===== config.mk =====
export PLATFORM = sky130hd
export DESIGN_NAME = lcd_wbus_tx
export DESIGN_NICKNAME = d
export VERILOG_FILES = /design/src/rtl/lcd_wbus_pkg.sv /design/src/rtl/lcd_wbus_pace.sv /design/src/rtl/lcd_wbus_pack.sv /design/src/rtl/lcd_wbus_tx.sv
export SDC_FILE = /design/constraint.sdc
export NUM_CORES = 1
export LEC_CHECK = 0
export CAP_MARGIN = 10
export CORE_ASPECT_RATIO = 0.7
export CORE_UTILIZATION = 30
export CTS_CLUSTER_DIAMETER = 80
export CTS_CLUSTER_SIZE = 30
export DETAILED_ROUTE_END_ITERATION = 16
export GPL_ROUTABILITY_DRIVEN = 0
export GPL_TIMING_DRIVEN = 0
export SYNTH_ARGS = -nofsm -noshare
export SYNTH_HDL_FRONTEND = slang
export SYNTH_HIERARCHICAL = 1
export SYNTH_SLANG_ARGS = --single-unit

===== constraint.sdc =====
create_clock -name clk_i -period 3.5 [get_ports clk_i]
set_input_delay 0.35 -clock clk_i [delete_from_list [all_inputs] [get_ports clk_i]]
set_output_delay 0.35 -clock clk_i [all_outputs]
set_load 0.05 [all_outputs]

===== src/rtl/lcd_wbus_pkg.sv =====
package lcd_wbus_pkg;
  typedef enum logic {
    KIND_PARAM = 1'b0,
    KIND_COLOR = 1'b1
  } wkind_e;

  function automatic int beats_of(int bits, int bus_w);
    return (bits + bus_w - 1) / bus_w;
  endfunction

  function automatic int max2(int a, int b);
    return (a > b) ? a : b;
  endfunction
endpackage


===== src/rtl/lcd_wbus_pace.sv =====
module lcd_wbus_pace #(
  parameter int PRE_W = 8
) (
  input  logic             clk_i,
  input  logic             rst_ni,
  input  logic             run_i,
  input  logic             clr_i,
  input  logic             hold_i,
  input  logic [PRE_W-1:0] pre_i,
  output logic             tick_o
);
  logic [PRE_W-1:0] cnt_q;

  assign tick_o = run_i && (cnt_q == pre_i - 1'b1);

  always_ff @(posedge clk_i or negedge rst_ni) begin
    if (!rst_ni)                         cnt_q <= '0;
    else if (clr_i || (tick_o && !hold_i)) cnt_q <= '0;
    else if (run_i && !hold_i)           cnt_q <= cnt_q + 1'b1;
  end
endmodule


===== src/rtl/lcd_wbus_pack.sv =====
module lcd_wbus_pack
  import lcd_wbus_pkg::*;
#(
  parameter int BUS_W = 8,
  parameter int PAR_W = 8,
  parameter int SW    = 16,
  parameter int BC_W  = 2,
  parameter int DW    = 16
) (
  input  logic [DW-1:0]   dat_i,
  input  wkind_e          kind_i,
  input  logic            swap_i,
  output logic [SW-1:0]   word_o,
  output logic [BC_W-1:0] last_o
);
  localparam int NP      = beats_of(PAR_W, BUS_W);
  localparam int PAR_PAD = NP * BUS_W;
  localparam int NK      = 16 / BUS_W;

  logic [PAR_PAD-1:0] par_pad;
  logic [15:0]        col;

  always_comb begin
    par_pad = PAR_PAD'(dat_i[PAR_W-1:0]);
    col     = swap_i ? {dat_i[7:0], dat_i[15:8]} : dat_i[15:0];
    if (kind_i == KIND_PARAM) begin
      word_o = SW'(par_pad) << (SW - PAR_PAD);
      last_o = BC_W'(NP - 1);
    end else begin
      word_o = SW'(col) << (SW - 16);
      last_o = BC_W'(NK - 1);
    end
  end
endmodule


===== src/rtl/lcd_wbus_tx.sv =====
module lcd_wbus_tx
  import lcd_wbus_pkg::*;
#(
  parameter int BUS_W   = 8,
  parameter int CMD_W   = 8,
  parameter int PAR_W   = 8,
  parameter int LEN_W   = 8,
  parameter int PRE_W   = 8,
  parameter int MAX_PRE = 255
) (
  input  logic                                  clk_i,
  input  logic                                  rst_ni,
  input  logic [PRE_W-1:0]                      cfg_pre_i,
  input  logic                                  cfg_dc_cmd_i,
  input  logic                                  cfg_dc_dat_i,
  input  logic                                  cfg_cs_hi_i,
  input  logic                                  cfg_wr_idle_lo_i,
  input  logic                                  cfg_swap_i,
  input  logic                                  req_valid_i,
  output logic                                  req_ready_o,
  input  logic [CMD_W-1:0]                      req_cmd_i,
  input  logic                                  req_kind_i,
  input  logic [LEN_W-1:0]                      req_len_i,
  input  logic                                  dat_valid_i,
  output logic                                  dat_ready_o,
  input  logic [((PAR_W > 16) ? PAR_W : 16)-1:0] dat_i,
  output logic [BUS_W-1:0]                      lcd_data_o,
  output logic                                  lcd_wr_o,
  output logic                                  lcd_dc_o,
  output logic                                  lcd_cs_o,
  output logic                                  done_o,
  output logic                                  err_o
);
  localparam int DW      = max2(PAR_W, 16);
  localparam int NC      = beats_of(CMD_W, BUS_W);
  localparam int NP      = beats_of(PAR_W, BUS_W);
  localparam int NK      = 16 / BUS_W;
  localparam int CMD_PAD = NC * BUS_W;
  localparam int SW      = max2(CMD_PAD, max2(NP * BUS_W, 16));
  localparam int BMAX    = max2(NC, max2(NP, NK));
  localparam int BC_W    = $clog2(BMAX + 1);
  localparam logic [PRE_W-1:0] MAX_PRE_V = PRE_W'(MAX_PRE);

  if (BUS_W != 8 && BUS_W != 16) begin : g_bad_width
    $error("lcd_wbus_tx: BUS_W must be 8 or 16");
  end

  logic              busy_q, act_q, dc_q, done_q, err_q;
  logic [SW-1:0]     sh_q;
  logic [BC_W-1:0]   bl_q;
  logic [LEN_W-1:0]  wl_q;
  logic [PRE_W-1:0]  pre_q;
  logic              dcd_q, csh_q, idlo_q, swap_q;
  wkind_e            kind_q;

  logic              tick, accept, bad_pre, boundary, need_word, stall;
  logic [SW-1:0]     cmd_al, pack_word;
  logic [BC_W-1:0]   pack_last;

  assign accept    = !busy_q && req_valid_i;
  assign bad_pre   = (cfg_pre_i == '0) || (cfg_pre_i > MAX_PRE_V);
  assign boundary  = busy_q && tick && !act_q;
  assign need_word = boundary && (bl_q == '0) && (wl_q != '0);
  assign stall     = need_word && !dat_valid_i;
  assign cmd_al    = SW'(CMD_PAD'(req_cmd_i)) << (SW - CMD_PAD);

  lcd_wbus_pace #(.PRE_W(PRE_W)) u_pace (
    .clk_i  (clk_i),
    .rst_ni (rst_ni),
    .run_i  (busy_q),
    .clr_i  (accept),
    .hold_i (stall),
    .pre_i  (pre_q),
    .tick_o (tick)
  );

  lcd_wbus_pack #(
    .BUS_W(BUS_W), .PAR_W(PAR_W), .SW(SW), .BC_W(BC_W), .DW(DW)
  ) u_pack (
    .dat_i  (dat_i),
    .kind_i (kind_q),
    .swap_i (swap_q),
    .word_o (pack_word),
    .last_o (pack_last)
  );

  always_ff @(posedge clk_i or negedge rst_ni) begin
    if (!rst_ni) begin
      busy_q <= 1'b0;  act_q  <= 1'b0;  dc_q   <= 1'b0;
      done_q <= 1'b0;  err_q  <= 1'b0;  sh_q   <= '0;
      bl_q   <= '0;    wl_q   <= '0;    pre_q  <= PRE_W'(1);
      dcd_q  <= 1'b0;  csh_q  <= 1'b0;  idlo_q <= 1'b0;
      swap_q <= 1'b0;  kind_q <= KIND_PARAM;
    end else begin
      done_q <= 1'b0;
      err_q  <= 1'b0;
      if (accept) begin
        if (bad_pre) begin
          err_q <= 1'b1;
        end else begin
          busy_q <= 1'b1;
          act_q  <= 1'b1;
          sh_q   <= cmd_al;
          bl_q   <= BC_W'(NC - 1);
          wl_q   <= req_len_i;
          dc_q   <= cfg_dc_cmd_i;
          pre_q  <= cfg_pre_i;
          dcd_q  <= cfg_dc_dat_i;
          csh_q  <= cfg_cs_hi_i;
          idlo_q <= cfg_wr_idle_lo_i;
          swap_q <= cfg_swap_i;
          kind_q <= wkind_e'(req_kind_i);
        end
      end else if (busy_q && tick) begin
        if (act_q) begin
          act_q <= 1'b0;
        end else if (bl_q != '0) begin
          sh_q  <= sh_q << BUS_W;
          bl_q  <= bl_q - 1'b1;
          act_q <= 1'b1;
        end else if (wl_q != '0) begin
          if (dat_valid_i) begin
            sh_q  <= pack_word;
            bl_q  <= pack_last;
            wl_q  <= wl_q - 1'b1;
            dc_q  <= dcd_q;
            act_q <= 1'b1;
          end
        end else begin
          busy_q <= 1'b0;
          done_q <= 1'b1;
        end
      end
    end
  end

  // active strobe level is the inverse of the idle level
  assign lcd_wr_o    = busy_q ? (act_q ? idlo_q : !idlo_q) : !cfg_wr_idle_lo_i;
  assign lcd_cs_o    = busy_q ? csh_q : !cfg_cs_hi_i;
  assign lcd_data_o  = sh_q[SW-1 -: BUS_W];
  assign lcd_dc_o    = dc_q;
  assign req_ready_o = !busy_q;
  assign dat_ready_o = need_word;
  assign done_o      = done_q;
  assign err_o       = err_q;
endmodule


* Yosys cells after proc, flatten, opt, wreduce, memory -nomap -nowiden
Index checks and enable logic that the tools add are counted.
** Word-level totals
- Word-level logic and storage cells :: 114
- Input bits :: 50
- Register bits :: 52
** Cells by class
- $add $sub $neg :: 4
- Order comparisons :: 1
- Equality and inequality tests :: 5
- Reduce and logical (&&, ||, !) cells :: 33
- Bitwise logic cells :: 1
- Muxes and demuxes :: 55
** Operators with widths (count)
- two-way mux 16 bit :: 9
- two-way mux 8 bit :: 9
- two-way mux 1 bit :: 30
- subtractor 8 x 1 -> 8 bit (second input constant) :: 2
- two-way mux 2 bit :: 7
- AND reduction 5 bit :: 2
- nonzero test 2 bit :: 5
- logical AND 1 bit :: 9
- adder 8 x 1 -> 8 bit (second input constant) :: 1
- equality test 8 bit :: 1
- > comparator 8 bit (second input constant) :: 1
- logical NOT 8 bit :: 1
- nonzero test 8 bit :: 1
- logical NOT 1 bit :: 7
- inequality test 2 x 1 -> 1 bit (second input constant) :: 3
- AND reduction 6 bit :: 1
- nonzero test 3 bit :: 2
- AND reduction 2 bit :: 2
- logical NOT 2 bit :: 1
- logical OR 1 bit :: 2
- inequality test 2 bit (second input constant) :: 1
- subtractor 2 x 1 -> 2 bit (second input constant) :: 1
- inverter 1 bit :: 1

* Longest topological paths before layout
- Depth in word-level cells :: 12
- Mapped depth :: 16

* By module
Netlist, hierarchy kept.
** Modules (own cells, without submodules)
- lcd_wbus_tx :: cells an instance 201, sequential area each 1102.3 um2, area each 2293.4 um2, instances 1
- lcd_wbus_pace :: cells an instance 73, sequential area each 200.2 um2, area each 644.4 um2, instances 1
- lcd_wbus_pack :: cells an instance 30, sequential area each 0.0 um2, area each 305.3 um2, instances 1

* Worst setup path after synthesis
OpenSTA, ideal clock, no wires.
- Kind :: register to register
- Start point :: reg pre_q[0]
- End point :: reg u_pace.cnt_q[7]
- Required time :: 3.362 ns
- Slack :: 0.117 ns
- Data arrival time :: 3.244 ns
- Path buffers :: 1
- Cell stages (with the launch flop) :: 16
- Setup time :: 0.138 ns
- Path through :: dfstp_2 -> inv_1 -> ha_1 -> or3_1 -> a31o_1 -> nor4_1 -> nand2_1 -> nor2_1 -> nand2_1 -> nor3_1 -> nor2b_1 -> clkbuf_1 -> and4_1 -> and3_1 -> xnor2_1 -> nor3_1
** On the way
- Word-level cells in the longest chain between the ends :: 12
- Elaborated cells between the ends (all ways) :: 14
** RTL lines
- start: declaration :: line lcd_wbus_tx.sv:52 : logic [PRE_W-1:0] pre_q;
- start signal: assignment :: line lcd_wbus_tx.sv:107 : pre_q <= cfg_pre_i;
- subtractor 8 x 1 -> 8 bit * :: line lcd_wbus_pace.sv:14 : assign tick_o = run_i && (cnt_q == pre_i - 1'b1);
- equality test 8 bit * :: line lcd_wbus_pace.sv:14
- logical AND 1 bit * :: line lcd_wbus_pace.sv:14
- net tick :: line lcd_wbus_tx.sv:56 : logic tick, accept, bad_pre, boundary, need_word, stall;
- logical AND 1 bit * (2 in series) :: line lcd_wbus_tx.sv:62 : assign boundary = busy_q && tick && !act_q;
- logical AND 1 bit * (2 in series) :: line lcd_wbus_tx.sv:63 : assign need_word = boundary && (bl_q == '0) && (wl_q != '0);
- logical AND 1 bit * :: line lcd_wbus_tx.sv:64 : assign stall = need_word && !dat_valid_i;
- net stall :: line lcd_wbus_tx.sv:56
- logical NOT 1 bit * :: line lcd_wbus_pace.sv:18, lcd_wbus_pace.sv:19
- logical AND 1 bit :: line lcd_wbus_pace.sv:18 : else if (clr_i || (tick_o && !hold_i)) cnt_q <= '0;
- logical OR 1 bit :: line lcd_wbus_pace.sv:18
- two-way mux 8 bit or nonzero test 2 bit (tied branches)
- end signal: assignment :: line lcd_wbus_pace.sv:19 : else if (run_i && !hold_i) cnt_q <= cnt_q + 1'b1;
- end: declaration :: line lcd_wbus_pace.sv:12 : logic [PRE_W-1:0] cnt_q;
The timed path passes the listed nets; every way through them passes the cells marked *.
A chain may end at the register's enable or synchronous reset.

* Worst setup path in the final report
- Start point :: reg pre_q[0]
- End point :: out dat_ready_o
** On the way
- Word-level cells in the longest chain between the ends :: 7
** RTL lines
- subtractor 8 x 1 -> 8 bit :: line lcd_wbus_pace.sv:14
- equality test 8 bit :: line lcd_wbus_pace.sv:14
- logical AND 1 bit :: line lcd_wbus_pace.sv:14
- net tick :: line lcd_wbus_tx.sv:56
- logical AND 1 bit (2 in series) :: line lcd_wbus_tx.sv:62
- logical AND 1 bit (2 in series) :: line lcd_wbus_tx.sv:63
- end: declaration :: line lcd_wbus_tx.sv:25 : output logic dat_ready_o,
The timed path passes the listed nets, and every way through them passes these cells.

==> results.toml <==
[timing]
tightest_slew_ns = 0.6278
finClkSkew_ns = 0.01060
max_freq_ghz = 0.3036
min_period_over_period_pct = 94.11
period_minus_slack_ns = 3.294
rsz0062_at_grt = "no"
hold_violations = 0
slew_viol_final = 0
setup_slack_ns = 0.2062
setup_viol = 0
timing.slew.headroom_pct = 58.15

[floorplanning]
core_area_um2 = 10430
die_h_um = 88.99
die_w_um = 126.3
rows = 31
pin_count = 65
initial_core_util_pct = 31.08
dieArea_um2 = 11240

[synthesis]
ys_ff_latch = 52
synth-warning-count = 6
yosysMostFrequentCell = "dfrtp_1"
synth_commonest_cells = "51 x dfrtp_1, 23 x nand2_1, 20 x mux2_2"
post-synth-top-area-cell = "dfrtp_1"
synth_edf_count = 0
synthArstFlopShare_pct = 100.0
synth_area_leaders = "dfrtp_1 39%, mux2_2 6.9%, mux2i_1 5.6%"
yosysTopAreaCellShare_pct = 39.35
synth_nets = 358
avgSynthCellArea_um2 = 10.67
synth_cell_types = 59
syn_inst = 304
synth_ff_type = "dfrtp_1"
ys_seq_area_share_pct = 40.16
synthesis.area_um2 = 3243

[global_route]
grt_util_all_layers_pct = 14.43
grt_pass1_vias = 2460
grt_max_degree = 28
antenna_found_initial = 0
grt_pass1_wl_mm = 12.54
grt.overflow.total = 0

[clock_tree]
root_buffer = "clkbuf_16"
clk_pin_slew_ns = 0.08
htreeDepth = 2
cts_tree = "done"
clockBufferDepth = 2
cts_buffers = 5
clk_latency_ns = 0.30
cts_hold_buf = 0
cts.sinks = 52

[worst_setup_path]
r2r_end = "u_pace/cnt_q[7]$_DFFE_PN0P_"
critical_path_arrival_ns = 2.94
path_cells = "inv_1, ha_1, or3_1, a31o_2, nor4_4, nand2_2, nor2_4, nand2_1, nor2_1, buf_2"
crit_slowest_cell = "dfstp_2"
crit_fanout = 6
cpPeakStageDelay_ns = 0.61
crit_family = "simple AND/OR/NAND/NOR gates"
cp_num_buf_inv = 2
rr_worst_depth = 14
r2r_start = "pre_q[0]$_DFFE_PN1P_"
rrSetupSlack_ns = 0.21
worstSetupPathType = "register to output pin"
cp-end-kind = "output pin"
cp.required_ns = 3.15
start_kind = "register"

[worst_hold_path]
hp-class = "input pin to asynchronous set/reset pin"

[power_and_ir_drop]
p_per_area_nw_per_um2 = 569.9
power.static_leakage_nw = 1.858
vdd_drop_max_mv = 0.2224

[placed_design]
dp_hpwl_mm = 5.875
io_buffers = 64
placed_cell_area_um2 = 4064
pre_cts_slack_ns = -0.4322

[route]
dr.pass1.iters = 4
vias = 2486
drc = 0
vias_per_cell = 4.875
initialDrtViolationCount = 116
wirelength_mm = 7.664
routedWlPerCell_um = 15.03
ant_nets = 0

[run]
maxCapViolCount = 0

[final_layout]
syn2layout_area_growth_pct = 31.21
drive_gt1_share_pct = 21.69
antenna_cells = 0
postLayoutCellArea_um2 = 4255
n_fill_cell = 1007
final_nets = 431
fin_util_pct = 40.78

[run_status]
status = "finished, final reports clean"
==> where the power goes <==
| part | total [mW] | switching [mW] | internal, mW |
|---|---|---|---|
| Sequential | 0.876 | 0.140 | 0.736 |
| Clock | 0.519 | 0.247 | 0.272 |
| Combinational | 1.03 | 0.537 | 0.494 |
| Total | 2.43 | 0.924 | 1.50 |
==> final cells by class <==
cell class	instances	area, um^2	area share, %
Multi-Input combinational cell	220	1770	41.61
Sequential cell	52	1303	30.61
Timing Repair Buffer	67	665.6	15.64
Buffer	23	168.9	3.969
Tap cell	132	165.2	3.881
Clock buffer	5	125.1	2.940
Inverter	8	30.03	0.7057
Clock inverter	3	27.53	0.6469
==> metal layers <==
metal  wire [um]  part of all wire [%]  GRT usage [%]  vias up
met5           0                     0              0        -
met4          91                   1.2          4.600        0
met3         258                   3.4          2.573        8
met2        3318                    43          22.40       53
met1        3996                    52          20.49     1191
li1            -                     -              -     1234
==> kinds of logic after synthesis <==
logic type      Yosys count  share of synthesized area, %
compound gates           56                         12.77
xor+xnor                 16                         4.321
fa+ha+maj                 4                         1.543
buf+inv                  32                         6.250
flops                    52                         40.16
mux                      48                         17.01
other cells               1                        0.1156
simple gates             95                         17.82
==> per-stage QoR <==
| stage | power [mW] | std cells | setup TNS, ns | hold slack, ns |
|---|---|---|---|---|
| CTS | 2.440 | 510 | 0 | 0.08891 |
| global route | 2.578 | 510 | 0 | 0.1105 |
| detailed placement | 1.898 | 501 | -1.548 | 0.4126 |
| floorplan | 1.593 | 304 | 0 | 0.05441 |
| finish | 2.425 | 510 | 0 | 0.06776 |
| global placement | 1.874 | 500 | -1.124 | 0.4820 |
==> state kept, by name (all words and copies together) (netlist names), 2 cells and up <==
signal and cells:
sh_q 16, pre_q 8, u_pace/cnt_q 8, wl_q 8, bl_q 2
==> worst max-delay path by stage <==
| stage | start | endpoint | slack [ns] | depth (start not counted) |
|---|---|---|---|---|
| after floorplan | pre_q[0]$_DFFE_PN1P_ | u_pace/cnt_q[7]$_DFFE_PN0P_ | 0.12 | 15 |
| after global placement | pre_q[0]$_DFFE_PN1P_ | dat_ready_o | -0.39 | 10 |
| after detailed placement | pre_q[0]$_DFFE_PN1P_ | u_pace/cnt_q[7]$_DFFE_PN0P_ | -0.43 | 15 |
| after CTS | pre_q[0]$_DFFE_PN1P_ | u_pace/cnt_q[7]$_DFFE_PN0P_ | 0.08 | 16 |
| after global routing | pre_q[0]$_DFFE_PN1P_ | u_pace/cnt_q[7]$_DFFE_PN0P_ | 0.01 | 14 |
| final | pre_q[0]$_DFFE_PN1P_ | dat_ready_o | 0.21 | 10 |
==> cells in the final DEF (no fill, tap or decap), drive strengths merged, types with 2 or more instances in the layout <==
master / count
o2bb2ai: 4
or3b: 2
nand2: 23
nor2b: 12
a31oi: 3
clkdlybuf4s50: 62
inv: 9
o21ai: 14
and3: 7
a21oi: 8
buf: 26
xor2: 8
xnor2: 8
mux2i: 18
mux2: 30
a2bb2oi: 2
nor3: 17
o22ai: 5
nor4: 6
nand2b: 2
dfrtp: 51
nor2: 12
or3: 3
nand3: 3
o21bai: 2
clkbuf: 7
o22a: 2
ha: 4
a22o: 9
==> repair_timing <==
| action | CTS | global route |
|---|---|---|
| gates resized for setup | 9 | 4 |
| setup endpoints to repair | 9 | 2 |
| setup buffers | 1 | 1 |
| pin swaps | 2 | 2 |
(Power assumes the default switching activity.)
